[src/rtl/psd_pkg.sv]
package psd_pkg;
   localparam int PSD_PRE_DIV   = 16;
   localparam int PSD_REF_W     = 17;
   localparam int PSD_MAIN_W    = 18;
   localparam int PSD_REF_MIN   = 5;

   typedef enum logic {
      PSD_MOD_LO = 1'b0,
      PSD_MOD_HI = 1'b1
   } psd_mod_e;
endpackage

[src/rtl/psd_refdiv.sv]
module psd_refdiv #(
   parameter int W         = 17,
   parameter int MIN_RATIO = 5,
   parameter bit OUT_REG   = 1'b1
) (
   input  logic         clk,
   input  logic         rst_n,
   input  logic         run,
   input  logic         ce,
   input  logic [W-1:0] cfg_ratio,
   output logic         pulse_o
);
   localparam logic [W-1:0] MIN_V = W'(MIN_RATIO);

   logic [W-1:0] ratio_eff;
   logic [W-1:0] ratio_act;
   logic [W-1:0] cnt;
   logic         last;
   logic         term;

   assign ratio_eff = (cfg_ratio < MIN_V) ? MIN_V : cfg_ratio;
   assign last      = (cnt == ratio_act - W'(1));
   assign term      = run && ce && last;

   always_ff @(posedge clk) begin
      if (!rst_n) begin
         cnt       <= '0;
         ratio_act <= MIN_V;
      end else if (!run) begin
         cnt       <= '0;
         ratio_act <= ratio_eff;
      end else if (ce) begin
         if (last) begin
            cnt       <= '0;
            ratio_act <= ratio_eff;
         end else begin
            cnt <= cnt + W'(1);
         end
      end
   end

   generate
      if (OUT_REG) begin : g_reg
         logic pulse_q;
         always_ff @(posedge clk) begin
            if (!rst_n) pulse_q <= 1'b0;
            else        pulse_q <= term;
         end
         assign pulse_o = pulse_q;


         ref_single_chk: assert property (@(posedge clk) disable iff (!rst_n)
            pulse_o |=> !pulse_o);

         ref_run_chk: assert property (@(posedge clk) disable iff (!rst_n)
            pulse_o |-> $past(run));
      end else begin : g_comb
         assign pulse_o = term;
      end
   endgenerate


   ref_bound_chk: assert property (@(posedge clk) disable iff (!rst_n)
      cnt < ratio_act);

   ref_ratio_hold_chk: assert property (@(posedge clk) disable iff (!rst_n)
      (run && !term) |=> $stable(ratio_act));

   ref_idle_hold_chk: assert property (@(posedge clk) disable iff (!rst_n)
      (run && !ce) |=> $stable(cnt));
endmodule

[src/rtl/psd_prescaler.sv]
module psd_prescaler #(
   parameter int PRE = 16
) (
   input  logic clk,
   input  logic rst_n,
   input  logic run,
   input  logic ce,
   input  logic mod_hi,
   output logic tick_o,
   output logic tick_q
);
   import psd_pkg::*;

   localparam int CW = $clog2(PRE + 1);

   logic [CW-1:0] cnt;
   logic [CW-1:0] top;
   logic          wrap;
   psd_mod_e      mode;

   assign mode   = mod_hi ? PSD_MOD_HI : PSD_MOD_LO;
   assign top    = (mode == PSD_MOD_HI) ? CW'(PRE) : CW'(PRE - 1);
   assign wrap   = (cnt == top);
   assign tick_o = run && ce && wrap;

   always_ff @(posedge clk) begin
      if (!rst_n || !run) begin
         cnt <= '0;
      end else if (ce) begin
         cnt <= wrap ? '0 : cnt + CW'(1);
      end
   end

   always_ff @(posedge clk) begin
      if (!rst_n) tick_q <= 1'b0;
      else        tick_q <= tick_o;
   end


   pre_bound_chk: assert property (@(posedge clk) disable iff (!rst_n)
      cnt <= top);

   pre_single_chk: assert property (@(posedge clk) disable iff (!rst_n)
      tick_q |=> !tick_q);

   pre_idle_hold_chk: assert property (@(posedge clk) disable iff (!rst_n)
      (run && !ce) |=> $stable(cnt));
endmodule

[src/rtl/psd_swallow.sv]
module psd_swallow #(
   parameter int NW      = 18,
   parameter int PRE     = 16,
   parameter int N_MIN   = 272,
   parameter bit OUT_REG = 1'b1
) (
   input  logic          clk,
   input  logic          rst_n,
   input  logic          run,
   input  logic          tick,
   input  logic [NW-1:0] cfg_n,
   output logic          mod_hi,
   output logic          pulse_o
);
   localparam int PL = $clog2(PRE);
   localparam int AW = NW - PL;
   localparam logic [NW-1:0] NMIN_V = NW'(N_MIN);
   localparam logic [AW-1:0] A_RST  = NMIN_V[NW-1:PL];
   localparam logic [PL-1:0] B_RST  = NMIN_V[PL-1:0];

   logic [NW-1:0] n_eff;
   logic [AW-1:0] a_cfg, a_act, a_cnt;
   logic [PL-1:0] b_cfg, b_act, b_cnt;
   logic          last;
   logic          term;

   assign n_eff  = (cfg_n < NMIN_V) ? NMIN_V : cfg_n;
   assign a_cfg  = n_eff[NW-1:PL];
   assign b_cfg  = n_eff[PL-1:0];
   assign mod_hi = (b_cnt != b_act);
   assign last   = (a_cnt == a_act - AW'(1));
   assign term   = run && tick && last;

   always_ff @(posedge clk) begin
      if (!rst_n) begin
         a_cnt <= '0;
         b_cnt <= '0;
         a_act <= A_RST;
         b_act <= B_RST;
      end else if (!run) begin
         a_cnt <= '0;
         b_cnt <= '0;
         a_act <= a_cfg;
         b_act <= b_cfg;
      end else if (tick) begin
         if (last) begin
            a_cnt <= '0;
            b_cnt <= '0;
            a_act <= a_cfg;
            b_act <= b_cfg;
         end else begin
            a_cnt <= a_cnt + AW'(1);
            if (b_cnt != b_act) b_cnt <= b_cnt + PL'(1);
         end
      end
   end

   generate
      if (OUT_REG) begin : g_reg
         logic pulse_q;
         always_ff @(posedge clk) begin
            if (!rst_n) pulse_q <= 1'b0;
            else        pulse_q <= term;
         end
         assign pulse_o = pulse_q;


         main_single_chk: assert property (@(posedge clk) disable iff (!rst_n)
            pulse_o |=> !pulse_o);

         main_run_chk: assert property (@(posedge clk) disable iff (!rst_n)
            pulse_o |-> $past(run));
      end else begin : g_comb
         assign pulse_o = term;
      end
   endgenerate


   sw_a_bound_chk: assert property (@(posedge clk) disable iff (!rst_n)
      a_cnt < a_act);

   sw_b_bound_chk: assert property (@(posedge clk) disable iff (!rst_n)
      b_cnt <= b_act);

   sw_mode_steady_chk: assert property (@(posedge clk) disable iff (!rst_n)
      (run && !tick) |=> $stable(mod_hi));

   sw_ratio_hold_chk: assert property (@(posedge clk) disable iff (!rst_n)
      (run && !term) |=> ($stable(a_act) && $stable(b_act)));
endmodule

[src/rtl/psdiv_pair.sv]
module psdiv_pair #(
   parameter int PRE_DIV = psd_pkg::PSD_PRE_DIV,
   parameter int REF_W   = psd_pkg::PSD_REF_W,
   parameter int MAIN_W  = psd_pkg::PSD_MAIN_W,
   parameter int REF_MIN = psd_pkg::PSD_REF_MIN,
   parameter bit OUT_REG = 1'b1
) (
   input  logic              clk,
   input  logic              rst_n,
   input  logic              run,
   input  logic              ref_ce,
   input  logic              fin_ce,
   input  logic [REF_W-1:0]  ref_ratio,
   input  logic [MAIN_W-1:0] main_ratio,
   output logic              ref_pulse,
   output logic              main_pulse,
   output logic              pre_out,
   output logic              mod_hi
);
   localparam int PRE_LOG2 = $clog2(PRE_DIV);
   localparam int N_MIN    = PRE_DIV * (PRE_DIV + 1);

   generate
      if (PRE_DIV < 2 || (1 << PRE_LOG2) != PRE_DIV) begin : g_bad_pre
         $error("PRE_DIV must be a power of two of at least 2");
      end
      if (REF_MIN < 2 || REF_W > 30 || REF_MIN >= (1 << REF_W)) begin : g_bad_ref
         $error("REF_MIN must be at least 2 and fit REF_W");
      end
      if (MAIN_W > 30 || N_MIN >= (1 << MAIN_W)) begin : g_bad_main
         $error("MAIN_W too narrow for the minimum main ratio");
      end
   endgenerate

   logic pre_tick;
   logic sel_hi;

   psd_refdiv #(
      .W         (REF_W),
      .MIN_RATIO (REF_MIN),
      .OUT_REG   (OUT_REG)
   ) u_ref (
      .clk       (clk),
      .rst_n     (rst_n),
      .run       (run),
      .ce        (ref_ce),
      .cfg_ratio (ref_ratio),
      .pulse_o   (ref_pulse)
   );

   psd_prescaler #(
      .PRE (PRE_DIV)
   ) u_pre (
      .clk    (clk),
      .rst_n  (rst_n),
      .run    (run),
      .ce     (fin_ce),
      .mod_hi (sel_hi),
      .tick_o (pre_tick),
      .tick_q (pre_out)
   );

   psd_swallow #(
      .NW      (MAIN_W),
      .PRE     (PRE_DIV),
      .N_MIN   (N_MIN),
      .OUT_REG (OUT_REG)
   ) u_sw (
      .clk     (clk),
      .rst_n   (rst_n),
      .run     (run),
      .tick    (pre_tick),
      .cfg_n   (main_ratio),
      .mod_hi  (sel_hi),
      .pulse_o (main_pulse)
   );

   assign mod_hi = sel_hi;


   rst_quiet_chk: assert property (@(posedge clk)
      !rst_n |=> (!ref_pulse && !main_pulse && !pre_out));
endmodule

[config.mk]
export PLATFORM = sky130hd
export DESIGN_NAME = psdiv_pair
export DESIGN_NICKNAME = d
export VERILOG_FILES = /design/src/rtl/psd_pkg.sv /design/src/rtl/psd_refdiv.sv /design/src/rtl/psd_prescaler.sv /design/src/rtl/psd_swallow.sv /design/src/rtl/psdiv_pair.sv
export SDC_FILE = /design/constraint.sdc
export NUM_CORES = 1
export LEC_CHECK = 0
export BUFFER_PORTS_ARGS = -buffer_cell sky130_fd_sc_hd__buf_4
export CAP_MARGIN = 40
export CORE_AREA = 5 5 131 133
export CTS_CLUSTER_DIAMETER = 40
export DETAILED_ROUTE_END_ITERATION = 16
export DIE_AREA = 0 0 136 138
export PLACE_DENSITY = 0.53
export SLEW_MARGIN = 10
export SYNTH_ARGS = -nofsm -noshare
export SYNTH_HDL_FRONTEND = slang
export SYNTH_SLANG_ARGS = --single-unit
[constraint.sdc]
create_clock -name clk -period 2.8 [get_ports clk]
set_input_delay 0.28 -clock clk [delete_from_list [all_inputs] [get_ports clk]]
set_output_delay 0.28 -clock clk [all_outputs]
set_load 0.02 [all_outputs]
# Word level (Yosys, flattened, before mapping)
# Index checks and enable logic that the tools add are counted.
# totals
out_inout_bits,4
register_bits,78
word_cells,58
# classes
n_lt_le_gt_ge,2
reduce_logical,14
eq_ne,8
n_mux,18
n_addsub,6
# op_table
operator,n
17-bit 2-to-1 mux,5
14-bit 2-to-1 mux,4
4-bit 2-to-1 mux,5
"18-bit by 9-bit < comparator with 1-bit output, second input constant",1
18-bit 2-to-1 mux,1
"17-bit by 1-bit adder with 17-bit output, second input constant",1
17-bit equality test,1
"17-bit by 3-bit < comparator with 1-bit output, second input constant",1
"17-bit by 1-bit subtractor with 17-bit output, second input constant",1
"14-bit by 1-bit adder with 14-bit output, second input constant",1
14-bit equality test,1
"14-bit by 1-bit subtractor with 14-bit output, second input constant",1
5-bit 2-to-1 mux,2
"2-bit by 1-bit != test with 1-bit output, second input constant",4
2-bit AND reduction,4
1-bit logical AND,6
"5-bit by 1-bit adder with 5-bit output, second input constant",1
5-bit equality test,1
"4-bit by 1-bit adder with 4-bit output, second input constant",1
4-bit != test,1
1-bit logical NOT,2
2-bit nonzero test,1
1-bit logical OR,1
1-bit 2-to-1 mux,1

# Logic depth before layout (Yosys ltp)
# logic_depth
ltp_word,7
ltp_mapped,12

# Hierarchy
# A second synthesis with hierarchy kept.
# hier_totals
hier_cells,542
hier_area_um2,4702.0
# modules_own_cells
mod,instances,area_each_um2,cells_each,seq_area_each_um2
psd_refdiv,1,2240.9,265,700.7
psd_swallow,1,2120.8,242,740.7
psd_prescaler,1,340.3,35,120.1

# Worst setup path before layout
# No wires, ideal clock.
# synth_timing
path_type,register -> register
startpoint,register u_sw.a_act[2]
endpoint,register u_sw.a_cnt[10]
path_stages_with_launch,11
setup_time_ns,0.117
slack_ns,-0.003
path_buffers,3
arrival_ns,2.685
cell_sequence,dfxtp_1 > buf_4 > or4_1 > clkbuf_1 > nor3_1 > mux2_2 > o21a_2 > or3_4 > o21ai_2 > buf_2 > nor2_1
# synth_via
elab_chain_len,3
# synth_lines
item,line_no,rtl
from (decl),psd_swallow.sv:22,"logic [AW-1:0] a_cfg, a_act, a_cnt;"
from (signal assigned),psd_swallow.sv:43,a_act <= a_cfg;
from (signal assigned),psd_swallow.sv:49,a_act <= a_cfg;
14-bit by 1-bit subtractor with 14-bit output,psd_swallow.sv:31,assign last = (a_cnt == a_act - AW'(1));
14-bit equality test,psd_swallow.sv:31,
14-bit 2-to-1 mux,psd_swallow.sv:46,if (last) begin
to (signal assigned),psd_swallow.sv:52,a_cnt <= a_cnt + AW'(1);
to (decl),psd_swallow.sv:22,
# Every way passes these cells.
# A chain may end at the register's enable or synchronous reset.

# Worst setup path in the final report
# layout_timing
startpoint,register u_sw.a_act[1]
endpoint,register u_sw.a_act[0]
# layout_via
elab_chain_len,4
# layout_lines
item,line_no
14-bit by 1-bit subtractor with 14-bit output,psd_swallow.sv:31
14-bit equality test,psd_swallow.sv:31
2-bit by 1-bit != test with 1-bit output (no line),n/a
2-bit AND reduction (no line),n/a
# Every way passes these cells.

==> key figures <==
Status
  • Status: finished clean

STA
  • Final period util: 96.4%
  • RSZ-0062 raised after global routing: true
  • Final setup viols: 0
  • Hold Fails Final Rpt: 0
  • Setup Skew: 2.80 ps
  • Slew Viols, Final: 0
  • Final TNS setup: 0 ps
  • Max-slew headroom: 59.3%
  • Crit path time final: 2700 ps
  • Worst-Margin Slew: 605 ps
  • Max Clock Freq: 0.370 GHz

Clock network
  • Clock Tree Root: clkbuf_16
  • Postcts setup bufs: 0
  • H-tree depth: 3
  • CTS-repair resized insts: 0
  • Worst-path clk slew: 60 ps
  • Num CTS Buffers: 9
  • Clk buf depth: 2
  • CTS tree: built
  • Clock sinks: 78
  • Worst-Skew Late Latency: 340 ps
  • Hold-fix buffers, CTS: 0

Floorplan
  • Num ports: 44
  • Cell Rows: 46
  • Die area: 18800 um^2
  • Die Y: 138 um
  • DIE WIDTH: 136 um
  • Initial Utilization: 29.6%
  • Core Footprint: 15700 um^2

Power and ir drop
  • Flop pwr share: 45.4%
  • Maximum vdd drop: 0.281 mV
  • Pint: 1940 uW
  • Combinational share of power: 14.6%
  • Sw frac: 25.6%
  • Switching pwr: 669 uW
  • Leakage: 0.00206 uW
  • PwrDens: 464 nW/um^2
  • Final Power: 2610 uW
  • Clk pwr share: 40.0%

Global route
  • First-pass GRT wire length: 20100 um
  • Largest net degree at the start of global routing: 63
  • Gr usage total: 13.0%
  • Initial antenna violation count: 0
  • GRT overflow: 0
  • Vias in the first global route: 4120

Synth
  • Post-synth EDFFs: 0
  • Top cells by area, synth: dfxtp_1, xnor2_1, xor2_1
  • Leading area contributor after synthesis: dfxtp_1
  • Register area share after synthesis: 33.6%
  • Share of Yosys cell area claimed by the top area cell type: 33.6%
  • Ys async rst share: 0%
  • Avg Cell Area, Syn: 7.92 um^2
  • Post-Synthesis Cells: 587
  • Post-Syn Area: 4650 um^2
  • Yosys warns: 0
  • Main synth FF type: dfxtp_1
  • Synthesized Nets: 633
  • Distinct cells, synth: 64
  • Synth Register Bits: 78

Layout
  • Non-filler cells, final: 850
  • Most frequent cells in the layout: dfxtp_1, buf_4, nor2_1
  • Area grow syn2layout: 20.8%
  • Final #Nets: 677
  • Fill cell count: 1631
  • Commonest non-fill, non-tap cell in the layout: dfxtp_1
  • N_diodes: 0
  • Layout cells sized above 1: 17.2%
  • Final core occ: 35.7%
  • Design Area, Final: 5620 um^2

Critical path
  • Crit Path Category: flip-flop to flip-flop
  • Critical Path RT: 3070 ps
  • Worst Path Max Fanout: 16
  • Worst setup EP type: flip-flop
  • CP startpoint kind: flip-flop
  • CP arrival: 2970 ps

Route
  • Via/cell ratio: 4.94
  • DR pass1 iterations: 4
  • WL/cell: 13.8 um
  • Total number of vias: 4195
  • Final ANT Viol Nets: 0
  • Iter 0 DRT Violations: 238
  • Routed Wire Length: 11800 um
  • Residual DRC: 0

Placement
  • DP HPWL: 8990 um
  • Gp weighted congestion: 0.840
  • Port Buffers: 43
  • Placed instance area: 5320 um^2
  • Placed insts: 836

Run
  • Max_cap viols: 0

Min path
  • Hold WC Path Type: input pin to flip-flop
-- final timing paths --
| kind | start | to | slack, ps | cells after the start |
|---|---|---|---|---|
| max | u_sw.a_act[1]$_SDFFE_PN0P_ | u_sw.a_act[0]$_SDFFE_PN1P_ | 100 | 8 |
| min | main_ratio[0] | u_sw.b_act[0]$_SDFFE_PN0P_ | 160 | 3 |
| max reg2reg | u_sw.a_act[1]$_SDFFE_PN0P_ | u_sw.a_act[0]$_SDFFE_PN1P_ | 100 | 8 |
| min reg2reg | u_sw.b_act[1]$_SDFFE_PN0P_ | u_sw.b_act[1]$_SDFFE_PN0P_ | 480 | 2 |
-- registers in the layout (all words and copies together) (netlist names) --
register and count:
u_pre.cnt 5, u_pre.tick_q 1, u_ref.cnt 17, u_ref.pulse_o 1, u_ref.ratio_act 17, u_sw.a_act 14
u_sw.a_cnt 14, u_sw.b_act 4, u_sw.b_cnt 4, u_sw.pulse_o 1
-- worst max-delay path, stage by stage (launching register included) --
cell and delay, ps:
dfxtp_1 350, or4_1 570, nor3_2 230, mux2_2 350, o21a_2 230, o41ai_4 430
buf_4 270, nor3b_1 70, a31oi_1 120
-- cell type report --
cell class                      instances  area (um^2)  share of cell area [%]
Multi-Input combinational cell        458         2890                    51.5
Clock inverter                          2         10.0                   0.178
Tap cell                              216          270                    4.81
Sequential cell                        78         1560                    27.8
Inverter                               10         37.5                   0.668
Clock buffer                           12          246                    4.39
Timing Repair Buffer                   74          597                    10.6
-- metal layers --
metal | track usage (%) | part of all wire, % | wire length [um] | up-vias
met5 | 0 | 0 | 0 | -
met4 | 3.29 | 1.1 | 131 | 0
met3 | 3.41 | 3.3 | 392 | 11
met2 | 23.2 | 52 | 6160 | 55
met1 | 15.3 | 43 | 5090 | 1970
li1 | - | - | - | 2159
-- cells by family (layout without fill, tap and decap cells) --
| family | Yosys count | after routing | synth area share, % |
|---|---|---|---|
| flip-flops | 78 | 78 | 33.6 |
| adder cells (fa/ha/maj) | 6 | 6 | 1.61 |
| buffers and inverters | 51 | 98 | 5.08 |
| AO/OA/AOI/OAI | 85 | 85 | 12.6 |
| XOR/XNOR | 73 | 73 | 13.7 |
| multiplexers | 8 | 8 | 1.75 |
| AND/OR/NAND/NOR | 286 | 286 | 31.7 |
-- stage by stage --
step	worst slack, ps	hold slack [ps]
floorplan	2.72	410
global placement	111	478
detailed placement	42.6	478
CTS	14.5	149
global route	-23.2	158
finish	99.4	164
-- Yosys cell counts (6+ instances only) --
library cell	count
nand4_1	27
o21ai_1	6
a21oi_1	9
buf_2	6
xor2_1	36
and3_1	7
mux2i_1	7
nor3_1	16
nor4_1	10
nand2_1	62
dfxtp_1	78
nor3b_1	9
o21ai_0	30
clkbuf_1	28
ha_1	6
and2_1	6
inv_1	10
xnor2_1	37
nor2_1	66
nand3_1	43
-- power by group through the flow --
stage                     Sequential [uW]  Combinational (uW)  Clock, uW
after floorplan                      1190                 247          0
after global placement               1210                 368          0
after detailed placement             1210                 374          0
after CTS                            1180                 376       1080
after global routing                 1190                 425       1130
final                                1180                 380       1040
Power figures use the tool's default switching activity.
